==> src/rtl/nvm_pkg.sv <==
package nvm_pkg;
  localparam int unsigned BYTE_W = 8;

  localparam logic [1:0] OFS_PTR  = 2'd0;
  localparam logic [1:0] OFS_DATA = 2'd1;
  localparam logic [1:0] OFS_CTRL = 2'd2;
  localparam logic [1:0] OFS_KEY  = 2'd3;

  localparam int unsigned B_RD   = 0;
  localparam int unsigned B_WR   = 1;
  localparam int unsigned B_WEN  = 2;
  localparam int unsigned B_SELA = 3;
  localparam int unsigned B_SELB = 4;
  localparam int unsigned B_DONE = 5;

  localparam logic [BYTE_W-1:0] KEY_FIRST  = 8'h55;
  localparam logic [BYTE_W-1:0] KEY_SECOND = 8'hAA;

  typedef enum logic [1:0] {
    KS_IDLE = 2'd0,
    KS_ONE  = 2'd1,
    KS_TWO  = 2'd2
  } key_state_e;
endpackage

==> src/rtl/nvm_key_fsm.sv <==
module nvm_key_fsm
  import nvm_pkg::*;
(
  input  logic              clk,
  input  logic              rst_n,
  input  logic              wr_strobe,
  input  logic [1:0]        wr_ofs,
  input  logic [BYTE_W-1:0] wr_val,
  output logic              armed
);
  key_state_e state_q, state_d;

  always_comb begin
    state_d = state_q;
    if (wr_strobe) begin
      if (wr_ofs != OFS_KEY)            state_d = KS_IDLE;
      else if (wr_val == KEY_FIRST)     state_d = KS_ONE;
      else if (wr_val == KEY_SECOND && state_q == KS_ONE) state_d = KS_TWO;
      else                              state_d = KS_IDLE;
    end
  end

  always_ff @(posedge clk) begin
    if (!rst_n) state_q <= KS_IDLE;
    else        state_q <= state_d;
  end

  assign armed = (state_q == KS_TWO);
endmodule

==> src/rtl/nvm_write_timer.sv <==
module nvm_write_timer
  import nvm_pkg::*;
#(
  parameter int unsigned WR_CYCLES = 64,
  parameter int unsigned AW        = 6
)(
  input  logic              clk,
  input  logic              rst_n,
  input  logic              start,
  input  logic [AW-1:0]     start_addr,
  input  logic [BYTE_W-1:0] start_data,
  output logic              busy,
  output logic              commit,
  output logic [AW-1:0]     commit_addr,
  output logic [BYTE_W-1:0] commit_data
);
  localparam int unsigned CW = (WR_CYCLES > 1) ? $clog2(WR_CYCLES) : 1;
  localparam logic [CW-1:0] LOAD = CW'(WR_CYCLES - 1);

  logic [CW-1:0]     left_q;
  logic              busy_q;
  logic [AW-1:0]     addr_q;
  logic [BYTE_W-1:0] data_q;

  always_ff @(posedge clk) begin
    if (!rst_n) begin
      busy_q <= 1'b0;
      left_q <= '0;
      addr_q <= '0;
      data_q <= '0;
    end else if (busy_q) begin
      if (left_q == '0) busy_q <= 1'b0;
      else              left_q <= left_q - 1'b1;
    end else if (start) begin
      busy_q <= 1'b1;
      left_q <= LOAD;
      addr_q <= start_addr;
      data_q <= start_data;
    end
  end

  assign busy        = busy_q;
  assign commit      = busy_q && (left_q == '0);
  assign commit_addr = addr_q;
  assign commit_data = data_q;
endmodule

==> src/rtl/nvm_byte_array.sv <==
module nvm_byte_array
  import nvm_pkg::*;
#(
  parameter int unsigned DEPTH = 64,
  parameter int unsigned AW    = 6
)(
  input  logic              clk,
  input  logic              rst_n,
  input  logic              we,
  input  logic [AW-1:0]     waddr,
  input  logic [BYTE_W-1:0] wdata,
  input  logic [AW-1:0]     raddr,
  output logic [BYTE_W-1:0] rdata
);
  logic [BYTE_W-1:0] cell_q [DEPTH];

  for (genvar i = 0; i < DEPTH; i++) begin : g_cell
    always_ff @(posedge clk) begin
      if (!rst_n)                          cell_q[i] <= '1;
      else if (we && waddr == AW'(i))      cell_q[i] <= wdata;
    end
  end

  assign rdata = cell_q[raddr];
endmodule

==> src/rtl/nvm_data_ctrl.sv <==
module nvm_data_ctrl
  import nvm_pkg::*;
#(
  parameter int unsigned DEPTH     = 64,
  parameter int unsigned WR_CYCLES = 64
)(
  input  logic       clk,
  input  logic       rst_n,
  input  logic       bus_valid,
  input  logic       bus_write,
  input  logic [1:0] bus_addr,
  input  logic [7:0] bus_wdata,
  output logic [7:0] bus_rdata,
  input  logic       irq_en,
  output logic       wr_busy,
  output logic       irq
);
  localparam int unsigned AW = (DEPTH > 1) ? $clog2(DEPTH) : 1;

  logic [AW-1:0]     addr_q;
  logic [BYTE_W-1:0] data_q;
  logic              wren_q, sela_q, selb_q, done_q;
  logic              busy, commit, key_armed;
  logic [AW-1:0]     commit_addr;
  logic [BYTE_W-1:0] commit_data, arr_rdata;

  logic wr_any, ctrl_wr, data_wr, ptr_wr, sel_clear, start_wr, rd_go;

  assign wr_any    = bus_valid && bus_write;
  assign ctrl_wr   = wr_any && (bus_addr == OFS_CTRL);
  assign data_wr   = wr_any && (bus_addr == OFS_DATA);
  assign ptr_wr    = wr_any && (bus_addr == OFS_PTR);
  assign sel_clear = !bus_wdata[B_SELA] && !bus_wdata[B_SELB];
  assign start_wr  = ctrl_wr && bus_wdata[B_WR] && wren_q && key_armed
                     && sel_clear && !busy;
  assign rd_go     = ctrl_wr && bus_wdata[B_RD] && sel_clear && !busy && !start_wr;

  nvm_key_fsm u_key (
    .clk(clk), .rst_n(rst_n), .wr_strobe(wr_any), .wr_ofs(bus_addr),
    .wr_val(bus_wdata), .armed(key_armed)
  );

  nvm_write_timer #(.WR_CYCLES(WR_CYCLES), .AW(AW)) u_timer (
    .clk(clk), .rst_n(rst_n), .start(start_wr), .start_addr(addr_q),
    .start_data(data_q), .busy(busy), .commit(commit),
    .commit_addr(commit_addr), .commit_data(commit_data)
  );

  nvm_byte_array #(.DEPTH(DEPTH), .AW(AW)) u_array (
    .clk(clk), .rst_n(rst_n), .we(commit), .waddr(commit_addr),
    .wdata(commit_data), .raddr(addr_q), .rdata(arr_rdata)
  );

  always_ff @(posedge clk) begin
    if (!rst_n) begin
      addr_q <= '0;
      data_q <= '0;
      wren_q <= 1'b0;
      sela_q <= 1'b0;
      selb_q <= 1'b0;
      done_q <= 1'b0;
    end else begin
      if (ptr_wr) addr_q <= bus_wdata[AW-1:0];
      if (rd_go)        data_q <= arr_rdata;
      else if (data_wr) data_q <= bus_wdata;
      if (ctrl_wr) begin
        wren_q <= bus_wdata[B_WEN];
        sela_q <= bus_wdata[B_SELA];
        selb_q <= bus_wdata[B_SELB];
      end
      if (commit)                              done_q <= 1'b1;
      else if (ctrl_wr && !bus_wdata[B_DONE])  done_q <= 1'b0;
    end
  end

  always_comb begin
    unique case (bus_addr)
      OFS_PTR:  bus_rdata = BYTE_W'(addr_q);
      OFS_DATA: bus_rdata = data_q;
      OFS_CTRL: bus_rdata = {2'b00, done_q, selb_q, sela_q, wren_q, busy, 1'b0};
      default:  bus_rdata = '0;
    endcase
  end

  assign wr_busy = busy;
  assign irq     = done_q && irq_en;
endmodule

==> config.mk <==
export PLATFORM = sky130hd
export DESIGN_NAME = nvm_data_ctrl
export DESIGN_NICKNAME = d
export VERILOG_FILES = /design/src/rtl/nvm_pkg.sv /design/src/rtl/nvm_key_fsm.sv /design/src/rtl/nvm_write_timer.sv /design/src/rtl/nvm_byte_array.sv /design/src/rtl/nvm_data_ctrl.sv
export SDC_FILE = /design/constraint.sdc
export NUM_CORES = 1
export LEC_CHECK = 0
export ABC_CLOCK_PERIOD_IN_PS = 2600
export BUFFER_PORTS_ARGS = -buffer_cell sky130_fd_sc_hd__buf_2
export CAP_MARGIN = 10
export CORE_ASPECT_RATIO = 1.25
export CORE_MARGIN = 5
export CORE_UTILIZATION = 57
export CTS_BUF_LIST = sky130_fd_sc_hd__clkbuf_16
export DETAILED_ROUTE_END_ITERATION = 10
export PLACE_DENSITY = 0.76
export SLEW_MARGIN = 20
export SYNTH_ARGS = -nofsm -noshare
export SYNTH_HDL_FRONTEND = slang
export SYNTH_SLANG_ARGS = --single-unit
==> constraint.sdc <==
create_clock -name clk -period 2.6 [get_ports clk]
set_input_delay 0.65 -clock clk [delete_from_list [all_inputs] [get_ports clk]]
set_output_delay 0.65 -clock clk [all_outputs]
set_load 0.02 [all_outputs]
==> flow_summary_export.csv, run 1 <==
group,metric,value,unit
global_route,antenna_found_initial,1,
floorplan,num_rows,87,
critical_path,rr_worst_depth,5,
floorplan,die_h,249,um
worst_hold_path,hold_depth,4,
logic_synthesis,synthXorXnorAreaFrac,0.134,%
logic_synthesis,syn_inst,1850,
critical_path,cp_max_fo,13,
clocking,htreeDepth,2,
critical_path,worstSetupStartpointType,"flop",
critical_path,cp.arrival,2.91,ns
logic_synthesis,synth_compound_area_share,3.30,%
timing,hold_violations,0,
route,num_vias,16800,
route,wl_met3,6090,um
route,vias_per_cell,6.69,
critical_path,regToRegEndpoint,"data_q[7]$_SDFFE_PN0P_",
final_layout,nets,1916,
clocking,cts_tree,"built",
logic_synthesis,synth-simple-area-share,16.2,%
critical_path,r2r_slack,0.13,ns
logic_synthesis,synth_flop_cell,"edfxtp_1",
route,drc,0,
logic_synthesis,ys_ff_latch,559,
placement,globalplace.congestion,0.953,
timing,period_needed,2.47,ns
route,firstDrtPassIters,5,
global_route,grtUsageTotal,26.6,%
clocking,clockBufferDepth,3,
route,drtIter0Drc,1976,
timing,period_share,94.9,%
worst_hold_path,hold_start,"bus_wdata[6]",
timing,hold_slack,0.395,ns
final_layout,antenna_cells,0,
timing,fmax,405,MHz
timing,tightest_slew,0.796,ns
critical_path,required,3.04,ns
logic_synthesis,muxShareOfSynthArea,13.8,%
clocking,clk_pin_slew,0.07,ns
logic_synthesis,async_reset_ff_share,0,%
power_and_ir_drop,power_density,628,mW/mm^2
floorplan,die_area,0.0503,sq mm
logic_synthesis,synth_edf_count,512,
status,status,"finished clean",
clocking,cts_sinks,559,
worst_hold_path,holdCritPathClass,"in -> reg",
logic_synthesis,syn_nets,1867,
timing,rsz0062_at_grt,"false",
critical_path,critPathCaptureType,"flop",
floorplan,core,0.0453,sq mm
clocking,worstSkewPairLatency,0.58,ns
power_and_ir_drop,finalPower,18.6,mW
placement,detailed_place_hpwl,41700,um
route,post_drt_wl_per_cell,26.7,um
logic_synthesis,synth_common_cells,"or3_1 (515), edfxtp_1 (512), clkbuf_1 (189)",
logic_synthesis,syn_area,0.0261,sq mm
timing,setup_viol,0,
route,wl_met1,24300,um
timing,drv_slew,0,
floorplan,die_x,202,um
logic_synthesis,syn_avg_cell_area,14.1,sq um
logic_synthesis,yosysTopAreaCell,"edfxtp_1",
route,ant_nets,0,
timing,skew,0.0311,ns
logic_synthesis,yosys.area_share.adder,0.0957,%
final_layout,drive_above_1_share,23.7,%
logic_synthesis,synth_warnings,0,
floorplan,start_util,57.7,%
logic_synthesis,yosys.cell_types.count,55,
timing,slew_headroom,46.9,%
placement,port_buffers,24,
logic_synthesis,yosysTopAreaCellShare,58.8,%
logic_synthesis,synth_area_leaders,"edfxtp_1 (59%), or3_1 (12%), mux4_2 (9.7%)",
logic_synthesis,seq_area_frac_synth,62.4,%
timing,tns,0,ns
critical_path,path_class,"reg -> reg",
logic_synthesis,synth_top_family_by_area,"simple AND/OR/NAND/NOR gates",
floorplan,io_pins,25,
job,maxCapViolations,0,
logic_synthesis,yosysMostFrequentCell,"or3_1",
final_layout,area_delta_synth_final,13.1,%
global_route,grt_overflow,0,
global_route,grt_pass1_wl,104000,um
route,dr_wl_met2,33800,um
global_route,grt_max_degree,129,
placement,pre_cts_slack,0.0248,ns
power_and_ir_drop,cellLeakagePower,8.07,nW
worst_hold_path,whs_endpoint,"u_key.state_q[1]$_SDFFE_PN0N_",
power_and_ir_drop,irDropWorstVdd,0.000436,V
route,drt-total-wl,67200,um
global_route,grt_pass1_vias,17000,
route,top_layer,"met4",
timing,fin_ws,0.132,ns
clocking,clockRootBuffer,"clkbuf_16",
clocking,numCtsBuffers,51,
-- registers in the layout, indices dropped and copies added (netlist names), named ones only --
signal	cells
selb_q	1
u_timer.commit_addr	6
u_timer.busy	1
data_q	8
sela_q	1
addr_q	6
done_q	1
u_key.state_q	2
u_timer.left_q	6
u_array.cell_q	512
u_timer.commit_data	8
wren_q	1
-- cell families after synthesis --
logic type / after synthesis
XOR/XNOR: 4
adder cells (fa/ha/maj): 2
multiplexers: 206
flip-flops: 559
AND/OR/NAND/NOR: 699
AO/OA/AOI/OAI: 143
buffers and inverters: 237
-- what timing repair did --
action                     in CTS  in global routing
pin swaps                       0                  0
resized for setup               1                  6
gates cloned                    0                  0
hold buffers                    0                  0
buffers inserted                0                  9
setup endpoints to repair       1                 16
-- placed cells by master, fill, tap and decap left out, types with 25 or more instances in the layout --
| cell | instances |
|---|---|
| buf_12 | 25 |
| buf_4 | 178 |
| clkbuf_16 | 53 |
| dfxtp_1 | 35 |
| edfxtp_1 | 512 |
| mux2i_1 | 78 |
| mux4_2 | 113 |
| nand2_1 | 41 |
| nor2_1 | 43 |
| o21ai_0 | 73 |
| or3_1 | 515 |
-- area by class of cell --
cell class | instances | area, sq um
Clock buffer | 53 | 1330
Clock inverter | 40 | 422
Fill cell | 3034 | 15700
Inverter | 5 | 18.8
Multi-Input combinational cell | 1054 | 8780
Sequential cell | 559 | 16300
Tap cell | 578 | 723
Timing Repair Buffer | 228 | 1970
-- worst max-delay path by stage --
stage / depth (start not counted) / end / slack (ns)
6_report: 5 / data_q[7]$_SDFFE_PN0P_ / 0.13
5_1_grt: 6 / data_q[5]$_SDFFE_PN0P_ / 0.01
4_1_cts: 5 / data_q[6]$_SDFFE_PN0P_ / 0.03
3_5_place_dp: 8 / data_q[1]$_SDFFE_PN0P_ / 0.02
3_3_place_gp: 8 / data_q[1]$_SDFFE_PN0P_ / 0.07
2_1_floorplan: 7 / u_array.cell_q[22][0]$_SDFFCE_PN1P_ / 0.12
-- stage by stage --
stage | area (sq um) | instances | util [%]
2_1_floorplan | 26100 | 1850 | -
3_3_place_gp | 27700 | 2415 | 61.2
3_5_place_dp | 27700 | 2415 | 61.2
4_1_cts | 29500 | 2508 | 65.1
5_1_grt | 29600 | 2517 | 65.3
6_report | 29600 | 2517 | 65.3
-- critical path, stage by stage (launching register included) --
cell and delay (ns):
dfxtp_4 0.51, buf_4 0.19, mux4_2 0.54, mux4_2 0.51
o2111ai_1 0.43, a31oi_1 0.15
-- per-layer routing --
metal  global-route usage, %  up-vias
li1                        -     7296
met1                    35.6     8443
met2                    44.2      932
met3                    4.02      169
met4                    11.1        0
met5                       0        -
-- report_power, final --
group / total [mW] / switching [mW] / internal [mW]
Clock: 7.87 / 3.28 / 4.59
Sequential: 9.99 / 0.0690 / 9.92
Combinational: 0.731 / 0.440 / 0.291
(Power assumes the default switching activity.)
==> run 2: changes to the inputs <==
--- a/config.mk
+++ b/config.mk
@@ -14,6 +14,7 @@
 export CTS_BUF_LIST = sky130_fd_sc_hd__clkbuf_16
 export DETAILED_ROUTE_END_ITERATION = 10
 export PLACE_DENSITY = 0.76
+export REMOVE_ABC_BUFFERS = 1
 export SLEW_MARGIN = 20
 export SYNTH_ARGS = -nofsm -noshare
 export SYNTH_HDL_FRONTEND = slang
==> run 2 against run 1 <==
  * Sequential power is essentially flat
  * Non-clock buffer count shrank 6
  * Routed wire length grew 1.9%
  * Final cell count shrank 0.16%
==> flow_summary_export.csv, run 2 (synthesis gave the netlist of run 1 again) <==
group,metric,value,unit
timing,rsz0062_at_grt,"false",
final_layout,area_delta_synth_final,12.5,%
power_and_ir_drop,p_clk_share,40.9,%
critical_path,critical_path.cell_chain,"buf_12 > mux4_2 > mux2i_2 > mux2i_1 > nor3_1 > and4b_1",
critical_path,critPathCaptureType,"flop",
status,status,"finished clean",
route,drtIter0Drc,2137,
placement,place_area,0.0277,sq mm
floorplan,start_util,57.7,%
route,post_drt_wl_per_cell,27.3,um
timing,hold_violations,0,
final_layout,regMostFlops,"u_array.cell_q",
final_layout,finalInstanceArea,0.0294,sq mm
critical_path,required,3.06,ns
timing,tns,0,ns
critical_path,rr_worst_depth,6,
final_layout,utilization,65.0,%
timing,setup_viol,0,
clocking,worstSkewPairLatency,0.58,ns
timing,fmax,395,MHz
clocking,cts_tree,"built",
final_layout,layout_common_cells,"or3_1 (515), edfxtp_1 (512), buf_4 (174)",
floorplan,die_area,0.0503,sq mm
final_layout,drive_above_1_share,23.0,%
route,drt-total-wl,68500,um
timing,skew,0.0220,ns
placement,port_buffers,24,
final_layout,final_common_cell,"or3_1",
placement,detailed_place_hpwl,43900,um
power_and_ir_drop,p_switching,3.75,mW
worst_hold_path,hold_start,"bus_wdata[2]",
global_route,antenna_found_initial,1,
timing,period_needed,2.53,ns
global_route,grt_pass1_vias,17000,
power_and_ir_drop,p_sw_share,20.7,%
floorplan,io_pins,25,
power_and_ir_drop,power_density,616,mW/mm^2
worst_hold_path,whs_endpoint,"wren_q$_SDFFE_PN0N_",
route,firstDrtPassIters,7,
route,drc,0,
critical_path,worstSetupStartpointType,"flop",
clocking,cts_sinks,559,
clocking,clockRootBuffer,"clkbuf_16",
worst_hold_path,holdCritPathClass,"in -> reg",
critical_path,r2r_slack,0.07,ns
route,ant_nets,0,
clocking,clockBufferDepth,3,
critical_path,crit_path_top_delay_cell,"mux4_2",
global_route,grt_pass1_wl,105000,um
timing,period_share,97.3,%
clocking,numCtsBuffers,51,
power_and_ir_drop,p_int,14.4,mW
route,vias_per_cell,6.74,
worst_hold_path,hold_depth,3,
floorplan,die_x,202,um
critical_path,cp.arrival,2.99,ns
timing,hold_slack,0.429,ns
critical_path,regToRegEndpoint,"data_q[5]$_SDFFE_PN0P_",
global_route,grt_max_degree,129,
timing,slew_headroom,46.3,%
power_and_ir_drop,irDropWorstVdd,0.000451,V
final_layout,fill_cells,3054,
global_route,grtUsageTotal,27.1,%
critical_path,slowest_delay,0.56,ns
final_layout,nets,1910,
global_route,grt_overflow,0,
clocking,clk_pin_slew,0.06,ns
floorplan,die_h,249,um
power_and_ir_drop,cellLeakagePower,8.02,nW
timing,drv_slew,0,
timing,tightest_slew,0.805,ns
job,maxCapViolations,0,
floorplan,core,0.0453,sq mm
power_and_ir_drop,power_frac_seq,55.1,%
clocking,htreeDepth,2,
placement,globalplace.congestion,0.898,
final_layout,largest_reg_flops,512,
critical_path,path_class,"reg -> reg",
power_and_ir_drop,pwr-share-comb,4.0,%
critical_path,cp_max_fo,43,
route,num_vias,16900,
floorplan,num_rows,87,
-- run 2: changes by cell type in the layout (fill, tap and decap cells not counted), sizes merged --
| cell | delta |
|---|---|
| buf | -6 |
| inv | +6 |
| clkinvlp | -5 |
| bufinv | -4 |
| clkinv | +4 |
| diode | +1 |
-- run 2: cell type report --
type	count	area [sq um]	share of cell area [%]
tap	578	723	2.46
clock inverter	41	308	1.05
timing repair buffer	222	1910	6.51
sequential	559	16300	55.5
antenna	1	2.50	0.00851
multi-input combinational	1054	8780	29.9
clock buffer	53	1330	4.51
inverter	5	18.8	0.0638
-- run 2: per-layer routing --
metal | global-route usage (%) | part of all wire, % | vias up | wire, um
met5 | 0 | 0 | - | 0
met4 | 11.9 | 5.0 | 0 | 3450
met3 | 4.02 | 9.3 | 204 | 6360
met2 | 44.2 | 49 | 967 | 33600
met1 | 36.6 | 37 | 8464 | 25100
li1 | - | - | 7296 | -
-- run 2: critical path: cells and delay by family, from the launching register on --
kind,cells,cell delay (ns)
mux,3,1.00
simple gates,2,0.57
flops,1,0.47
buf+inv,1,0.30
-- run 2: what timing repair did --
action,4_1_cts,5_1_grt
hold buffers,0,0
setup endpoints to repair,12,47
resized for setup,2,10
hold endpoints to repair,0,0
pin swaps,0,0
setup buffers,0,4
-- run 2: how the worst max path moves through the flow --
| stage | slack [ns] | to | from | cells past startpoint |
|---|---|---|---|---|
| finish | 0.07 | data_q[5]$_SDFFE_PN0P_ | flop | 6 |
| global placement | -0.03 | u_array.cell_q[20][3]$_SDFFCE_PN1P_ | u_timer.left_q[2]$_SDFFE_PN0P_ | 6 |
| detailed placement | -0.1 | u_array.cell_q[20][3]$_SDFFCE_PN1P_ | u_timer.left_q[2]$_SDFFE_PN0P_ | 6 |
| CTS | 0.05 | data_q[5]$_SDFFE_PN0P_ | flop | 6 |
| floorplan | -2.73 | data_q[5]$_SDFFE_PN0P_ | flop | 5 |
| global route | 0.05 | data_q[7]$_SDFFE_PN0P_ | flop | 6 |
-- run 2: power groups by stage --
stage,sequential [mW],combinational [mW],clock [mW]
final,9.99,0.723,7.42
after global routing,9.99,0.764,7.82
after CTS,9.99,0.712,7.46
after detailed placement,10.2,0.709,0
after global placement,10.2,0.691,0
after floorplan,10.2,0.335,0
-- run 2: stage by stage --
stage                     std cells  total power, mW  worst slack, ns
after CTS                      2508             18.2           0.0510
after global placement         2414             10.9          -0.0316
after floorplan                1618             10.5            -2.73
final                          2513             18.1           0.0713
after global routing           2512             18.6           0.0540
after detailed placement       2414             10.9          -0.0986
